### src/rtl/scan_seq_pkg.sv
package scan_seq_pkg;

  typedef enum logic [2:0] {
    ST_IDLE,
    ST_SHIFT,
    ST_APPLY,
    ST_CAPTURE,
    ST_UNLOAD,
    ST_DONE
  } seqState_t;

  // strobes from control to datapath
  typedef struct packed {
    logic load;      // latch run inputs
    logic cntClr;    // clear shift counter
    logic cntInc;    // advance shift counter
    logic vecDec;    // one vector finished
    logic phShift;   // shift window cycle
    logic phLaunch;  // at-speed launch marker
    logic phApply;   // stuck-at apply cycle
    logic phCapture; // capture cycle
    logic phDone;    // completion cycle
  } seqStrobe_t;

  // status from datapath to control
  typedef struct packed {
    logic lastShift;
    logic lastVec;
    logic noWork;
    logic fastMode;
  } seqStatus_t;

endpackage

### src/rtl/scan_seq_ctrl.sv
module scan_seq_ctrl
  import scan_seq_pkg::*;
(
  input  logic       clk,
  input  logic       rstN,
  input  logic       start,
  input  seqStatus_t stat,
  output seqStrobe_t strb
);

  seqState_t state, stateNxt;

  always_ff @(posedge clk or negedge rstN) begin
    if (!rstN) state <= ST_IDLE;
    else       state <= stateNxt;
  end

  always_comb begin
    strb     = '0;
    stateNxt = state;
    unique case (state)
      ST_IDLE: begin
        if (start) begin
          strb.load   = 1'b1;
          strb.cntClr = 1'b1;
          stateNxt    = stat.noWork ? ST_DONE : ST_SHIFT;
        end
      end
      ST_SHIFT: begin
        strb.phShift = 1'b1;
        if (stat.lastShift) begin
          strb.cntClr   = 1'b1;
          strb.phLaunch = stat.fastMode;
          stateNxt      = stat.fastMode ? ST_CAPTURE : ST_APPLY;
        end else begin
          strb.cntInc = 1'b1;
        end
      end
      ST_APPLY: begin
        strb.phApply = 1'b1;
        stateNxt     = ST_CAPTURE;
      end
      ST_CAPTURE: begin
        strb.phCapture = 1'b1;
        strb.vecDec    = 1'b1;
        strb.cntClr    = 1'b1;
        stateNxt       = stat.lastVec ? ST_UNLOAD : ST_SHIFT;
      end
      ST_UNLOAD: begin
        strb.phShift = 1'b1;
        if (stat.lastShift) begin
          strb.cntClr = 1'b1;
          stateNxt    = ST_DONE;
        end else begin
          strb.cntInc = 1'b1;
        end
      end
      ST_DONE: begin
        strb.phDone = 1'b1;
        stateNxt    = ST_IDLE;
      end
      default: stateNxt = ST_IDLE;
    endcase
  end

endmodule

### src/rtl/scan_seq_dp.sv
module scan_seq_dp
  import scan_seq_pkg::*;
#(
  parameter int NUM_CHAINS  = 4,
  parameter int LEN_W       = 6,
  parameter int VEC_W       = 8,
  parameter int NUM_DOMAINS = 3,
  parameter int DOM_W       = 2
) (
  input  logic                        clk,
  input  logic                        rstN,
  input  logic                        atSpeed,
  input  logic [VEC_W-1:0]            vecCount,
  input  logic [NUM_CHAINS*LEN_W-1:0] chainLen,
  input  logic [DOM_W-1:0]            capDomain,
  input  seqStrobe_t                  strb,
  output seqStatus_t                  stat,
  output logic                        scanEn,
  output logic [NUM_DOMAINS-1:0]      domClkEn,
  output logic [NUM_CHAINS-1:0]       chainShiftEn,
  output logic                        piApply,
  output logic                        done
);

  logic [LEN_W-1:0] lenQ [NUM_CHAINS];
  logic [VEC_W-1:0] vecLeft;
  logic [DOM_W-1:0] domQ;
  logic             fastQ;
  logic [LEN_W-1:0] cnt;
  logic [LEN_W-1:0] maxLen;

  // run input latch
  always_ff @(posedge clk or negedge rstN) begin
    if (!rstN) begin
      vecLeft <= '0;
      domQ    <= '0;
      fastQ   <= 1'b0;
    end else if (strb.load) begin
      vecLeft <= vecCount;
      domQ    <= capDomain;
      fastQ   <= atSpeed;
    end else if (strb.vecDec) begin
      vecLeft <= vecLeft - 1'b1;
    end
  end

  for (genvar i = 0; i < NUM_CHAINS; i++) begin : g_len
    always_ff @(posedge clk or negedge rstN) begin
      if (!rstN)          lenQ[i] <= '0;
      else if (strb.load) lenQ[i] <= chainLen[i*LEN_W +: LEN_W];
    end
  end

  // shift counter
  always_ff @(posedge clk or negedge rstN) begin
    if (!rstN)            cnt <= '0;
    else if (strb.cntClr) cnt <= '0;
    else if (strb.cntInc) cnt <= cnt + 1'b1;
  end

  // longest chain
  always_comb begin
    maxLen = '0;
    for (int i = 0; i < NUM_CHAINS; i++) begin
      if (lenQ[i] > maxLen) maxLen = lenQ[i];
    end
  end

  assign stat.lastShift = (cnt == maxLen - 1'b1);
  assign stat.lastVec   = (vecLeft == {{(VEC_W-1){1'b0}}, 1'b1});
  assign stat.noWork    = (vecCount == '0) || (chainLen == '0);
  assign stat.fastMode  = fastQ;

  // next-cycle control decode
  logic [NUM_CHAINS-1:0]  chainNxt;
  logic [NUM_DOMAINS-1:0] domNxt;

  for (genvar i = 0; i < NUM_CHAINS; i++) begin : g_chain
    logic [LEN_W-1:0] padStart;
    assign padStart    = maxLen - lenQ[i];
    assign chainNxt[i] = strb.phShift && (lenQ[i] != '0) && (cnt >= padStart);
  end

  for (genvar d = 0; d < NUM_DOMAINS; d++) begin : g_dom
    assign domNxt[d] = strb.phShift || (strb.phCapture && (domQ == DOM_W'(d)));
  end

  // falling-edge retime: controls settle while the clock is low
  always_ff @(negedge clk or negedge rstN) begin
    if (!rstN) begin
      scanEn       <= 1'b0;
      domClkEn     <= '0;
      chainShiftEn <= '0;
      piApply      <= 1'b0;
      done         <= 1'b0;
    end else begin
      scanEn       <= strb.phShift;
      domClkEn     <= domNxt;
      chainShiftEn <= chainNxt;
      piApply      <= strb.phApply | strb.phLaunch;
      done         <= strb.phDone;
    end
  end

endmodule

### src/rtl/scan_seq_top.sv
module scan_seq_top
  import scan_seq_pkg::*;
#(
  parameter int NUM_CHAINS  = 4,
  parameter int LEN_W       = 6,
  parameter int VEC_W       = 8,
  parameter int NUM_DOMAINS = 3,
  localparam int DOM_W      = (NUM_DOMAINS > 1) ? $clog2(NUM_DOMAINS) : 1
) (
  input  logic                        clk,
  input  logic                        rstN,
  input  logic                        start,
  input  logic                        atSpeed,
  input  logic [VEC_W-1:0]            vecCount,
  input  logic [NUM_CHAINS*LEN_W-1:0] chainLen,
  input  logic [DOM_W-1:0]            capDomain,
  output logic                        scanEn,
  output logic [NUM_DOMAINS-1:0]      domClkEn,
  output logic [NUM_CHAINS-1:0]       chainShiftEn,
  output logic                        piApply,
  output logic                        done
);

  seqStrobe_t strb;
  seqStatus_t stat;

  scan_seq_ctrl u_ctrl (
    .clk   (clk),
    .rstN  (rstN),
    .start (start),
    .stat  (stat),
    .strb  (strb)
  );

  scan_seq_dp #(
    .NUM_CHAINS  (NUM_CHAINS),
    .LEN_W       (LEN_W),
    .VEC_W       (VEC_W),
    .NUM_DOMAINS (NUM_DOMAINS),
    .DOM_W       (DOM_W)
  ) u_dp (
    .clk          (clk),
    .rstN         (rstN),
    .atSpeed      (atSpeed),
    .vecCount     (vecCount),
    .chainLen     (chainLen),
    .capDomain    (capDomain),
    .strb         (strb),
    .stat         (stat),
    .scanEn       (scanEn),
    .domClkEn     (domClkEn),
    .chainShiftEn (chainShiftEn),
    .piApply      (piApply),
    .done         (done)
  );

endmodule

### config.mk
export PLATFORM = sky130hd
export DESIGN_NAME = scan_seq_top
export DESIGN_NICKNAME = d
export VERILOG_FILES = /design/src/rtl/scan_seq_pkg.sv /design/src/rtl/scan_seq_ctrl.sv /design/src/rtl/scan_seq_dp.sv /design/src/rtl/scan_seq_top.sv
export SDC_FILE = /design/constraint.sdc
export NUM_CORES = 1
export LEC_CHECK = 0
export BUFFER_PORTS_ARGS = -buffer_cell sky130_fd_sc_hd__buf_4
export CAP_MARGIN = 20
export CORE_MARGIN = 3
export CORE_UTILIZATION = 59
export CTS_CLUSTER_SIZE = 16
export DETAILED_ROUTE_END_ITERATION = 7
export GPL_TIMING_DRIVEN = 0
export PLACE_DENSITY_LB_ADDON = 0.2
export SETUP_SLACK_MARGIN = 0.3
export SLEW_MARGIN = 5
export SYNTH_ARGS = -nofsm -noshare
export SYNTH_HDL_FRONTEND = slang
export SYNTH_SLANG_ARGS = --single-unit
### constraint.sdc
create_clock -name clk -period 8.6 [get_ports clk]
set_clock_uncertainty 0.05 [all_clocks]
set_input_delay 1.72 -clock clk [delete_from_list [all_inputs] [get_ports clk]]
set_output_delay 1.72 -clock clk [all_outputs]
set_load 0.005 [all_outputs]
## After elaboration in Yosys (flattened, before gate mapping)

Index checks and enable logic that the tools add are counted.
W data, S select, Z words.

- Reductions and logical operators: 27
- $lt $le $gt $ge: 8
- Mux-type cells: 27
- $add $sub $neg: 7
- Equal/unequal tests: 12
- Bitwise gates (word level): 1

Operators with widths:

| kind | number |
|---|---|
| $mux W6 | 6 |
| $ge A6 B6 Y1 | 4 |
| $logic_not A24 Y1 | 1 |
| $reduce_bool A6 Y1 | 4 |
| $sub A6 B6 Y6 | 4 |
| $gt A6 B6 Y1 | 3 |
| $mux W8 | 2 |
| $mux W3 | 5 |
| $pmux W3 S5 | 1 |
| $logic_and A1 B1 Y1 | 11 |
| $mux W1 | 11 |
| $eq A8 B1 Y1 const B | 1 |
| $logic_not A8 Y1 | 1 |
| $sub A8 B1 Y8 const B | 1 |
| $add A6 B1 Y6 const B | 1 |
| $eq A3 B2 Y1 const B | 2 |
| $eq A3 B3 Y1 const B | 2 |
| $eq A6 B6 Y1 | 1 |
| $gt A6 B1 Y1 const B | 1 |
| $ne A2 B2 Y1 const B | 3 |
| $sub A6 B1 Y6 const B | 1 |
| $logic_or A1 B1 Y1 | 4 |
| $reduce_bool A2 Y1 | 2 |
| $eq A3 B1 Y1 const B | 1 |
| 9 further kinds | 9 |

- Register bits: 54
- Input bits: 38
- Output and inout port bits: 10

## Longest topological paths before layout

Gate-level depths: netlist of the first run.

- Word-level depth: 14
- Gate-level depth with buffers: 37

## By module

Synthesis of the first run repeated with hierarchy kept, for this count alone.

- Cell total of the unflattened synthesis: 505
- Area, all modules: 4,628.2 µm²

By module, submodules not included:

| module | seq. area each (µm²) | cells an instance | area an instance (µm²) | instances |
|---|---|---|---|---|
| scan_seq_dp | 1,276.2 | 474 | 4,362.9 | 1 |
| scan_seq_ctrl | 75.1 | 31 | 265.3 | 1 |

==> results of run 1 <==
-- critical path, delay by kind of cell, from the launching register on --
| kind | cells | cell delay [ns] |
|---|---|---|
| buffers and inverters | 8 | 0.88 |
| DFF | 1 | 0.45 |
| xor gates and xnor gates | 2 | 0.29 |
| adders and majority gates | 5 | 1.32 |
| muxes | 3 | 0.74 |
| and+or+nand+nor | 7 | 0.87 |
| AOI/OAI and AO/OA | 11 | 1.86 |
-- cells by family after synthesis --
kind of cell / share of synthesized area
AO/OA/AOI/OAI: 0.195
XOR/XNOR: 0.0605
adder cells (fa/ha/maj): 0.181
buffers and inverters: 0.0534
flip-flops: 0.284
multiplexers: 0.0313
AND/OR/NAND/NOR: 0.194
-- flip-flops by register name, summed over array words and instances, names as in the netlist --
name and flops:
u_dp.lenQ 24, u_dp.vecLeft 8, u_dp.cnt 6, u_dp.chainShiftEn 4, u_ctrl.state 3, u_dp.domClkEn 3, u_dp.domQ 2, u_dp.done 1
u_dp.fastQ 1, u_dp.piApply 1, u_dp.scanEn 1
-- layer usage --
| metal | vias up | global-route usage | part of all wire |
|---|---|---|---|
| met5 | - | 0 | 0 |
| met4 | 0 | 0.147 | 0.050 |
| met3 | 56 | 0.0422 | 0.058 |
| met2 | 185 | 0.521 | 0.49 |
| met1 | 2194 | 0.400 | 0.41 |
| li1 | 2155 | - | - |
-- worst max path at each step --
stage / slack [ns] / to
floorplan: -1.94 / u_dp.chainShiftEn[1]
global placement: -2.64 / u_dp.chainShiftEn[2]
detailed placement: -2.75 / u_dp.chainShiftEn[2]
CTS: -2.11 / u_dp.chainShiftEn[3]
global route: -2.61 / u_dp.chainShiftEn[0]
finish: -2.37 / u_dp.chainShiftEn[2]
-- layout by cell type (no fill, tap or decap), types with 4 or more instances in the layout --
master / instances
sky130_fd_sc_hd__a21o_1: 14
sky130_fd_sc_hd__a21oi_1: 24
sky130_fd_sc_hd__a21oi_2: 9
sky130_fd_sc_hd__and3_1: 4
sky130_fd_sc_hd__buf_4: 92
sky130_fd_sc_hd__buf_6: 5
sky130_fd_sc_hd__clkbuf_1: 14
sky130_fd_sc_hd__clkbuf_8: 6
sky130_fd_sc_hd__dfrtn_1: 10
sky130_fd_sc_hd__dfrtp_1: 41
sky130_fd_sc_hd__ha_1: 48
sky130_fd_sc_hd__ha_2: 4
sky130_fd_sc_hd__ha_4: 9
sky130_fd_sc_hd__inv_1: 39
sky130_fd_sc_hd__mux2i_1: 5
sky130_fd_sc_hd__nand2_1: 68
sky130_fd_sc_hd__nand2b_1: 20
sky130_fd_sc_hd__nand3_1: 15
sky130_fd_sc_hd__nor2_1: 13
sky130_fd_sc_hd__nor2b_1: 11
sky130_fd_sc_hd__nor3_1: 6
sky130_fd_sc_hd__nor4_1: 14
sky130_fd_sc_hd__o21ai_0: 35
sky130_fd_sc_hd__o21ai_1: 9
sky130_fd_sc_hd__or3_1: 5
sky130_fd_sc_hd__xnor2_1: 17
sky130_fd_sc_hd__xnor2_2: 4
sky130_fd_sc_hd__xor2_1: 10
-- metrics by stage --
step,TNS (ns),hold slack (ns),instances,cell area (sq um)
floorplan,-9.38,0.414,551,4900
global placement,-12.88,0.441,700,5380
detailed placement,-13.42,0.446,700,5380
CTS,-10.27,0.472,748,5960
global route,-12.68,0.522,756,6100
finish,-11.41,0.471,756,6100
-- cell type report --
class | instances | share of cell area
Clock buffer | 6 | 0.0135
Multi-Input combinational cell | 434 | 0.575
Timing Repair Buffer | 95 | 0.120
Buffer | 19 | 0.0174
Inverter | 44 | 0.0283
Sequential cell | 54 | 0.222
Tap cell | 102 | 0.0209
Clock inverter | 2 | 0.00267
-- timing repair --
action	CTS	global route
pin swaps	39	20
buffers inserted	40	8
endpoints found under the setup margin	5	5
gates resized for setup	38	16
==> out/qor.log, run 1 <==
qor: yosys.synthDominantCellAreaShare 0.231
qor: critical_path.worst_r2r_path_depth 36
qor: yosys.synth_seq_area_share 0.284
qor: worst_hold_path.worst_hold_path.num_cells 2
qor: clock_network.cts_max_path_buffers 2
qor: yosys.synth_flop_cell sky130_fd_sc_hd__dfrtp_1
qor: grt.globalRouteOverflowTotal 0
qor: critical_path.path_class reg2reg
qor: yosys.synth_edf_count 0
qor: worst_hold_path.whs_endpoint u_dp.fastQ
qor: critical_path.r2r_start u_dp.lenQ[15]
qor: yosys.async_flop_share 1.00
qor: timing.final_max_slew_viol_count 0
qor: grt.globalRouteTotalUtil 0.312
qor: finish.multi_input_area 0.00351 sq mm
qor: placed_design.post-place-ws -2.75 ns
qor: clock_network.cts_root_buffer sky130_fd_sc_hd__clkbuf_8
qor: grt.grt_first_pass_wirelength 21900 um
qor: yosys.synthesis.nets 654
qor: timing.timing_worst_slew_pin_value 0.746 ns
qor: grt.pin_count_of_the_biggest_net_entering_global_routing 55
qor: finish.final_core_utilization 0.785
qor: critical_path.setup.worst_path.end_class flip-flop
qor: timing.rsz0062_at_grt yes
qor: routing.dr_total_vias 4590
qor: critical_path.rr_endpoint u_dp.chainShiftEn[2]
qor: clock_network.worst_skew_pair.late_latency 0.32 ns
qor: floorplanning.chipHeight 95.8 um
qor: outcome.failed_checks negative setup slack
qor: clock_network.ctsHoldBuffers 0
qor: critical_path.reg2reg_slack -2.37 ns
qor: floorplanning.design.core.area 0.00777 sq mm
qor: yosys.synth_seq_cells 54
qor: finish.antenna_cells_inserted 0
qor: routing.routed_via_density 6.07
qor: finish.drive_gt1_frac 0.278
qor: placed_design.place_hpwl 9570 um
qor: timing.setup_slack -2.37 ns
qor: routing.final_antenna_net_count 0
qor: floorplanning.initial_core_util 0.612
qor: placed_design.port_buffers 47
qor: placed_design.gp_congestion 0.951
qor: clock_network.cts_tree yes
qor: timing.timing.final.hold_violations 0
qor: floorplanning.dieArea 0.00918 sq mm
qor: yosys.synth.avg_cell_area 8.63 sq um
qor: yosys.synth.cell_area 0.00476 sq mm
qor: routing.post-route-drc-count 0
qor: timing.final-setup-viol-count 5
qor: routing.wl 14400 um
qor: yosys.synthTopCellsByCount sky130_fd_sc_hd__nand2_1, sky130_fd_sc_hd__ha_1, sky130_fd_sc_hd__dfrtp_1, sky130_fd_sc_hd__o21ai_0, sky130_fd_sc_hd__inv_1
qor: clock_network.clock_tree.htree_level_count 2
qor: yosys.post_synth_inst_count 551
qor: yosys.synth.top_cells.by_area sky130_fd_sc_hd__dfrtp_1, sky130_fd_sc_hd__ha_1, sky130_fd_sc_hd__nand2_1
qor: grt.antenna_found_initial 0
qor: grt.vias_in_the_first_global_route 4432
qor: outcome.status complete, but fails checks
qor: finish.fill_cells 532
qor: clock_network.cts_num_sinks 54
qor: critical_path.cp.arrival 6.75 ns
qor: timing.max_transition_margin 0.503
qor: critical_path.highest_net_fanout_along_the_worst_path 6
qor: routing.drtIter0Drc 343
qor: routing.routedWlPerCell 19.0 um
qor: worst_hold_path.holdCritStartpoint u_dp.fastQ
qor: critical_path.worstSetupStartpoint u_dp.lenQ[15]
qor: finish.final-seq-area 0.00136 sq mm
qor: clock_network.clkTransAtPathRegs 0.11 ns
qor: yosys.synth_most_common_cell sky130_fd_sc_hd__nand2_1
qor: floorplanning.std_cell_rows 32
qor: worst_hold_path.hp-class reg2reg
qor: critical_path.worstSetupStartpointType flip-flop
qor: critical_path.required 4.38 ns
qor: yosys.netlist-cell-type-count 69
qor: routing.drt_first_pass_iters 5
qor: critical_path.worst_path_largest_cell_delay 0.45 ns
qor: floorplanning.ioPinCount 48
qor: finish.post_layout_net_count 756
qor: critical_path.critPathSlowestCell sky130_fd_sc_hd__dfrtp_1
qor: clock_network.cts_made_buffers 5
qor: floorplanning.die_width 95.8 um
qor: flow_run.maxCapViolCount 0
qor: yosys.ys.warnings.count 0
qor: finish.syn2layout_area_growth 28.2%
qor: yosys.yosysTopAreaCell sky130_fd_sc_hd__dfrtp_1
qor: critical_path.cpMostUsedCell sky130_fd_sc_hd__ha_1
Power of run 1 is not shown: default switching activity piles up to over one toggle a cycle in this logic, so the estimate is an artifact.
==> inputs of run 2 (changes only) <==
--- a/config.mk
+++ b/config.mk
@@ -7,12 +7,11 @@
 export LEC_CHECK = 0
 export BUFFER_PORTS_ARGS = -buffer_cell sky130_fd_sc_hd__buf_4
 export CAP_MARGIN = 20
-export CORE_MARGIN = 3
 export CORE_UTILIZATION = 59
 export CTS_CLUSTER_SIZE = 16
 export DETAILED_ROUTE_END_ITERATION = 7
 export GPL_TIMING_DRIVEN = 0
-export PLACE_DENSITY_LB_ADDON = 0.2
+export PLACE_DENSITY = 0.86
 export SETUP_SLACK_MARGIN = 0.3
 export SLEW_MARGIN = 5
 export SYNTH_ARGS = -nofsm -noshare
==> run 2 against run 1 <==
Net effect: the flow finishes with violations (design-rule violations, negative setup slack); utilization grew 1.8 points; critical path depth fell by 2; hold slack improved by 0.012 ns; first-iteration DRC count grew 120%; routed wire length is 20% higher; final cell count grew 0.13%; die area shrank 8.2%; setup slack worse by 0.25 ns; critical path type unchanged; via count rose by 12%; clock-buffer cell count is the same.
==> out/qor.log, run 2 (synthesized netlist as in run 1, its figures left out) <==
qor: floorplanning.dieArea 0.00843 sq mm
qor: clock_network.cts_num_sinks 54
qor: finish.largest_register_ff_count 24
qor: floorplanning.die_width 91.8 um
qor: clock_network.clkTransAtPathRegs 0.11 ns
qor: critical_path.critPathSlowestCell sky130_fd_sc_hd__dfrtp_1
qor: timing.setup_slack -2.62 ns
qor: critical_path.reg2reg_slack -2.62 ns
qor: critical_path.worst_path_largest_cell_delay 0.41 ns
qor: placed_design.gp_congestion 0.887
qor: routing.drt_first_pass_iters 8
qor: critical_path.worst-path-buf-inv 7
qor: worst_hold_path.hp-class reg2reg
qor: routing.routedWlPerCell 22.7 um
qor: critical_path.cp.arrival 7.00 ns
qor: critical_path.cp.depth 34
qor: routing.drtIter0Drc 767
qor: finish.final-seq-area 0.00136 sq mm
qor: clock_network.clock_tree.htree_level_count 2
qor: clock_network.cts_made_buffers 5
qor: floorplanning.design.core.area 0.00777 sq mm
qor: finish.largest_register u_dp.lenQ
qor: timing.final_max_slew_viol_count 0
qor: finish.layout.cells.most_common sky130_fd_sc_hd__buf_4
qor: outcome.failed_checks design-rule violations, negative setup slack
qor: grt.grt_first_pass_wirelength 24000 um
qor: clock_network.cts_max_path_buffers 2
qor: grt.globalRouteTotalUtil 0.368
qor: critical_path.setup.worst_path.end_class flip-flop
qor: floorplanning.chipHeight 91.8 um
qor: routing.routed_via_density 6.81
qor: finish.fin_area 0.00624 sq mm
qor: critical_path.rr_endpoint u_dp.chainShiftEn[2]
qor: timing.timing_worst_slew_pin_value 0.782 ns
qor: grt.pin_count_of_the_biggest_net_entering_global_routing 55
qor: placed_design.port_buffers 47
qor: critical_path.r2r_start u_dp.lenQ[23]
qor: critical_path.worstSetupStartpointType flip-flop
qor: finish.top_regs u_dp.lenQ (24), u_dp.vecLeft (8), u_dp.cnt (6)
qor: grt.vias_in_the_first_global_route 4881
qor: finish.post_layout_net_count 757
qor: clock_network.cts_tree yes
qor: finish.commonest_cells_after_routing_fill_and_taps_aside sky130_fd_sc_hd__buf_4, sky130_fd_sc_hd__nand2_1, sky130_fd_sc_hd__ha_1
qor: placed_design.dpl_cell_area 0.00538 sq mm
qor: finish.multi_input_area 0.00362 sq mm
qor: critical_path.path_class reg2reg
qor: floorplanning.ioPinCount 48
qor: outcome.status complete, but fails checks
qor: finish.syn2layout_area_growth 31.2%
qor: grt.globalRouteOverflowTotal 0
qor: finish.antenna_cells_inserted 0
qor: critical_path.highest_net_fanout_along_the_worst_path 7
qor: critical_path.cpLargestDelayFamily compound AO/OA/AOI/OAI gates
qor: routing.final_antenna_net_count 0
qor: clock_network.cts_root_buffer sky130_fd_sc_hd__clkbuf_8
qor: timing.max_transition_margin 0.478
qor: critical_path.worst_r2r_path_depth 34
qor: floorplanning.initial_core_util 0.612
qor: timing.timing.final.hold_violations 0
qor: grt.antenna_found_initial 0
qor: critical_path.worstSetupStartpoint u_dp.lenQ[23]
qor: routing.post-route-drc-count 53
qor: clock_network.worst_skew_pair.late_latency 0.33 ns
qor: placed_design.place_hpwl 9320 um
qor: routing.wl 17200 um
qor: critical_path.critical_path.endpoint u_dp.chainShiftEn[2]
qor: flow_run.maxCapViolCount 0
qor: finish.fill_cells 436
qor: placed_design.post-place-ws -2.82 ns
qor: floorplanning.std_cell_rows 32
qor: finish.drive_gt1_frac 0.301
qor: timing.final-setup-viol-count 5
qor: critical_path.required 4.38 ns
qor: timing.rsz0062_at_grt yes
qor: routing.dr_total_vias 5154
-- run 2: cell types whose count changed in the layout (fill, tap and decap cells not counted), moves of 3 or more --
| cell | change |
|---|---|
| sky130_fd_sc_hd__o21ai_1 | -3 |
| sky130_fd_sc_hd__ha_2 | -4 |
| sky130_fd_sc_hd__a21oi_1 | -4 |
| sky130_fd_sc_hd__inv_2 | +3 |
| sky130_fd_sc_hd__a21oi_2 | +4 |
| sky130_fd_sc_hd__mux2i_4 | +3 |
| sky130_fd_sc_hd__o21ai_2 | +3 |
| sky130_fd_sc_hd__ha_4 | +6 |
| sky130_fd_sc_hd__inv_1 | -3 |
| sky130_fd_sc_hd__mux2i_2 | -3 |
-- run 2: worst min-delay path by stage --
stage	start	to	slack, ns	depth (start not counted)
after floorplan	u_dp.fastQ	u_dp.fastQ	0.41	2
after global placement	u_dp.fastQ	u_dp.fastQ	0.44	2
after detailed placement	u_dp.fastQ	u_dp.fastQ	0.45	2
after CTS	u_dp.fastQ	u_dp.fastQ	0.48	2
after global routing	u_dp.fastQ	u_dp.fastQ	0.54	2
final	u_dp.domQ[1]	u_dp.domQ[1]	0.48	2
-- run 2: metrics by stage --
step / utilization / setup TNS [ns] / hold WS (ns) / std cells
finish: 0.803 / -12.28 / 0.482 / 757
global route: 0.803 / -13.79 / 0.541 / 757
CTS: 0.764 / -10.69 / 0.478 / 741
detailed placement: 0.693 / -13.61 / 0.452 / 700
global placement: 0.693 / -12.36 / 0.440 / 700
floorplan: - / -9.38 / 0.414 / 551
-- run 2: repair_timing --
| action | 4_1_cts | 5_1_grt |
|---|---|---|
| hold buffers | 0 | 0 |
| pin swaps | 39 | 47 |
| gates resized for setup | 46 | 34 |
| endpoints found under the setup margin | 5 | 5 |
| buffers inserted | 33 | 16 |
-- run 2: layout make-up --
class | instances | area share
clock buffers | 6 | 0.0132
flip-flops and latches | 54 | 0.218
plain buffers | 19 | 0.0170
multi-input cells | 434 | 0.580
repair buffers | 96 | 0.121
well taps | 102 | 0.0205
clock inverters | 2 | 0.00261
inverters | 44 | 0.0277
-- run 2: worst reg2reg max path, delay by kind of cell, from the launching register on --
| kind | cells | cell delay (ns) |
|---|---|---|
| AO/OA/AOI/OAI | 14 | 2.61 |
| adder cells (fa/ha/maj) | 5 | 1.34 |
| buffers and inverters | 7 | 0.85 |
| AND/OR/NAND/NOR | 4 | 0.62 |
| multiplexers | 2 | 0.56 |
| flip-flops | 1 | 0.41 |
| XOR/XNOR | 2 | 0.30 |
-- run 2: routing by layer --
layer	track usage	share of wire
met1	0.439	0.35
met2	0.609	0.46
met3	0.0730	0.11
met4	0.230	0.090
met5	0	0
Power of run 2 is left out for the same reason.
==> inputs of run 3 (changes only) <==
--- a/config.mk
+++ b/config.mk
@@ -5,7 +5,7 @@
 export SDC_FILE = /design/constraint.sdc
 export NUM_CORES = 1
 export LEC_CHECK = 0
-export BUFFER_PORTS_ARGS = -buffer_cell sky130_fd_sc_hd__buf_4
+export BUFFER_PORTS_ARGS = -buffer_cell sky130_fd_sc_hd__buf_2
 export CAP_MARGIN = 20
 export CORE_UTILIZATION = 59
 export CTS_CLUSTER_SIZE = 16
@@ -13,6 +13,7 @@
 export GPL_TIMING_DRIVEN = 0
 export PLACE_DENSITY = 0.86
 export SETUP_SLACK_MARGIN = 0.3
+export SKIP_LAST_GASP = 1
 export SLEW_MARGIN = 5
 export SYNTH_ARGS = -nofsm -noshare
 export SYNTH_HDL_FRONTEND = slang
==> run 3 against run 2 <==
Net effect: hold slack got worse by 0.0011 ns; first-iteration DRC count down 26%; utilization fell by 0.87 points; design area is 1.1% lower; highest routed layer unchanged; setup slack got worse by 0.018 ns; non-clock buffer count up 1; sequential share of layout area up 0.22 points; critical endpoint is now u_dp.chainShiftEn[0]; sequential cell count did not move; final cell count increased by 0.13%; die area unchanged; global-route usage decreased by 2.8 points; the flow finishes with violations (negative setup slack); via count is 1.6% lower.
==> out/qor.log, run 3 (synthesized netlist as in run 1, its figures left out) <==
qor: routing.drt_first_pass_iters 7
qor: clock_network.cts_root_buffer sky130_fd_sc_hd__clkbuf_8
qor: finish.antenna_cells_inserted 0
qor: floorplanning.die_width 91.8 um
qor: timing.rsz0062_at_grt yes
qor: timing.timing_worst_slew_pin_value 0.835 ns
qor: routing.routed_via_density 6.69
qor: clock_network.worst_skew_pair.late_latency 0.33 ns
qor: flow_run.maxCapViolCount 0
qor: routing.dr_total_vias 5074
qor: critical_path.required 4.37 ns
qor: clock_network.cts_num_sinks 54
qor: timing.holdWs 0.481 ns
qor: finish.commonest_cells_after_routing_fill_and_taps_aside sky130_fd_sc_hd__nand2_1, sky130_fd_sc_hd__buf_2, sky130_fd_sc_hd__ha_1
qor: critical_path.critPathSlowestCell sky130_fd_sc_hd__dfrtp_2
qor: clock_network.cts_max_path_buffers 2
qor: placed_design.port_buffers 47
qor: finish.top_regs u_dp.lenQ (24), u_dp.vecLeft (8), u_dp.cnt (6)
qor: critical_path.cp.arrival 7.01 ns
qor: clock_network.cts_made_buffers 5
qor: placed_design.post-place-ws -2.71 ns
qor: clock_network.clock_tree.htree_level_count 2
qor: timing.final-setup-viol-count 5
qor: grt.globalRouteOverflowTotal 0
qor: floorplanning.std_cell_rows 32
qor: timing.final_max_slew_viol_count 0
qor: routing.post-route-drc-count 0
qor: finish.post_layout_net_count 758
qor: placed_design.gp_congestion 0.897
qor: floorplanning.dieArea 0.00843 sq mm
qor: placed_design.dpl_cell_area 0.00529 sq mm
qor: worst_hold_path.hp-class reg2reg
qor: finish.drive_gt1_frac 0.297
qor: critical_path.highest_net_fanout_along_the_worst_path 7
qor: routing.drtIter0Drc 570
qor: timing.setup_slack -2.64 ns
qor: grt.vias_in_the_first_global_route 4659
qor: placed_design.place_hpwl 9300 um
qor: outcome.failed_checks negative setup slack
qor: critical_path.cpLargestDelayFamily compound AO/OA/AOI/OAI gates
qor: finish.fin_area 0.00617 sq mm
qor: routing.routedWlPerCell 22.2 um
qor: timing.final.setup.tns -12.55 ns
qor: finish.largest_register_ff_count 24
qor: grt.grt_first_pass_wirelength 22200 um
qor: critical_path.path_class reg2reg
qor: floorplanning.ioPinCount 48
qor: clock_network.clkTransAtPathRegs 0.10 ns
qor: critical_path.worstSetupStartpointType flip-flop
qor: grt.globalRouteTotalUtil 0.340
qor: routing.wl 16800 um
qor: timing.timing.final.hold_violations 0
qor: grt.antenna_found_initial 0
qor: critical_path.reg2reg_slack -2.64 ns
qor: routing.final_antenna_net_count 0
qor: outcome.status complete, but fails checks
qor: finish.fill_cells 440
qor: floorplanning.chipHeight 91.8 um
qor: timing.max_transition_margin 0.443
qor: clock_network.cts_tree yes
qor: floorplanning.initial_core_util 0.612
qor: clock_network.ctsHoldBuffers 0
qor: grt.pin_count_of_the_biggest_net_entering_global_routing 33
qor: finish.layout.cells.most_common sky130_fd_sc_hd__nand2_1
qor: critical_path.worst-path-buf-inv 6
qor: finish.syn2layout_area_growth 29.7%
qor: floorplanning.design.core.area 0.00777 sq mm
qor: finish.largest_register u_dp.lenQ
qor: critical_path.worst_path_largest_cell_delay 0.46 ns
qor: critical_path.setup.worst_path.end_class flip-flop
==> run 3: cell types whose count changed in the layout (fill, tap and decap cells not counted), moves of 2 or more <==
cell / previous run / this run
sky130_fd_sc_hd__buf_2: 1 / 48
sky130_fd_sc_hd__buf_4: 90 / 37
sky130_fd_sc_hd__buf_6: 7 / 14
sky130_fd_sc_hd__o21ai_2: 3 / 1
sky130_fd_sc_hd__clkinv_4: 0 / 2
==> run 3: cell type report <==
| cell class | count | area, sq um | share of cell area |
|---|---|---|---|
| clock buffer | 6 | 82.6 | 0.0134 |
| tap | 102 | 128 | 0.0207 |
| sequential | 54 | 1360 | 0.220 |
| timing repair buffer | 97 | 684 | 0.111 |
| multi-input combinational | 434 | 3630 | 0.588 |
| inverter | 44 | 170 | 0.0276 |
| clock inverter | 2 | 17.5 | 0.00284 |
| buffer | 19 | 106 | 0.0172 |
==> run 3: worst reg2reg max path, delay by kind of cell, from the launching register on <==
kind            cells  cell delay [ns]
compound gates     12             2.12
xor+xnor            1             0.24
buf+inv             6             0.75
flops               1             0.46
mux                 3             0.67
simple gates        3             0.49
fa+ha+maj           7             1.98
==> run 3: metal layers <==
layer	part of all wire	GRT usage	vias up
met2	0.45	0.586	423
met3	0.10	0.0439	160
met1	0.36	0.409	2329
li1	-	-	2162
met4	0.087	0.193	0
met5	0	0	-
==> run 3: path summary, 6_finish.rpt <==
check                         startpoint                    to  depth (start not counted)
max in group asynchronous           rstN  u_dp.chainShiftEn[0]                          2
min                         u_dp.domQ[0]          u_dp.domQ[0]                          2
min in group asynchronous           rstN           u_dp.cnt[0]                          1
max reg2reg                u_dp.lenQ[17]  u_dp.chainShiftEn[0]                         32
max                        u_dp.lenQ[17]  u_dp.chainShiftEn[0]                         32
min reg2reg                 u_dp.domQ[0]          u_dp.domQ[0]                          2
==> run 3: per-stage QoR <==
stage	util	instances
4_1_cts	0.739	738
2_1_floorplan	-	551
5_1_grt	0.795	758
6_report	0.795	758
3_5_place_dp	0.681	701
3_3_place_gp	0.678	700
==> run 3: repair_timing <==
| action | 4_1_cts | 5_1_grt |
|---|---|---|
| setup buffers | 29 | 20 |
| gates resized for setup | 34 | 45 |
| endpoints found under the setup margin | 5 | 5 |
| pin swaps | 34 | 29 |
Power of run 3 is left out for the same reason.
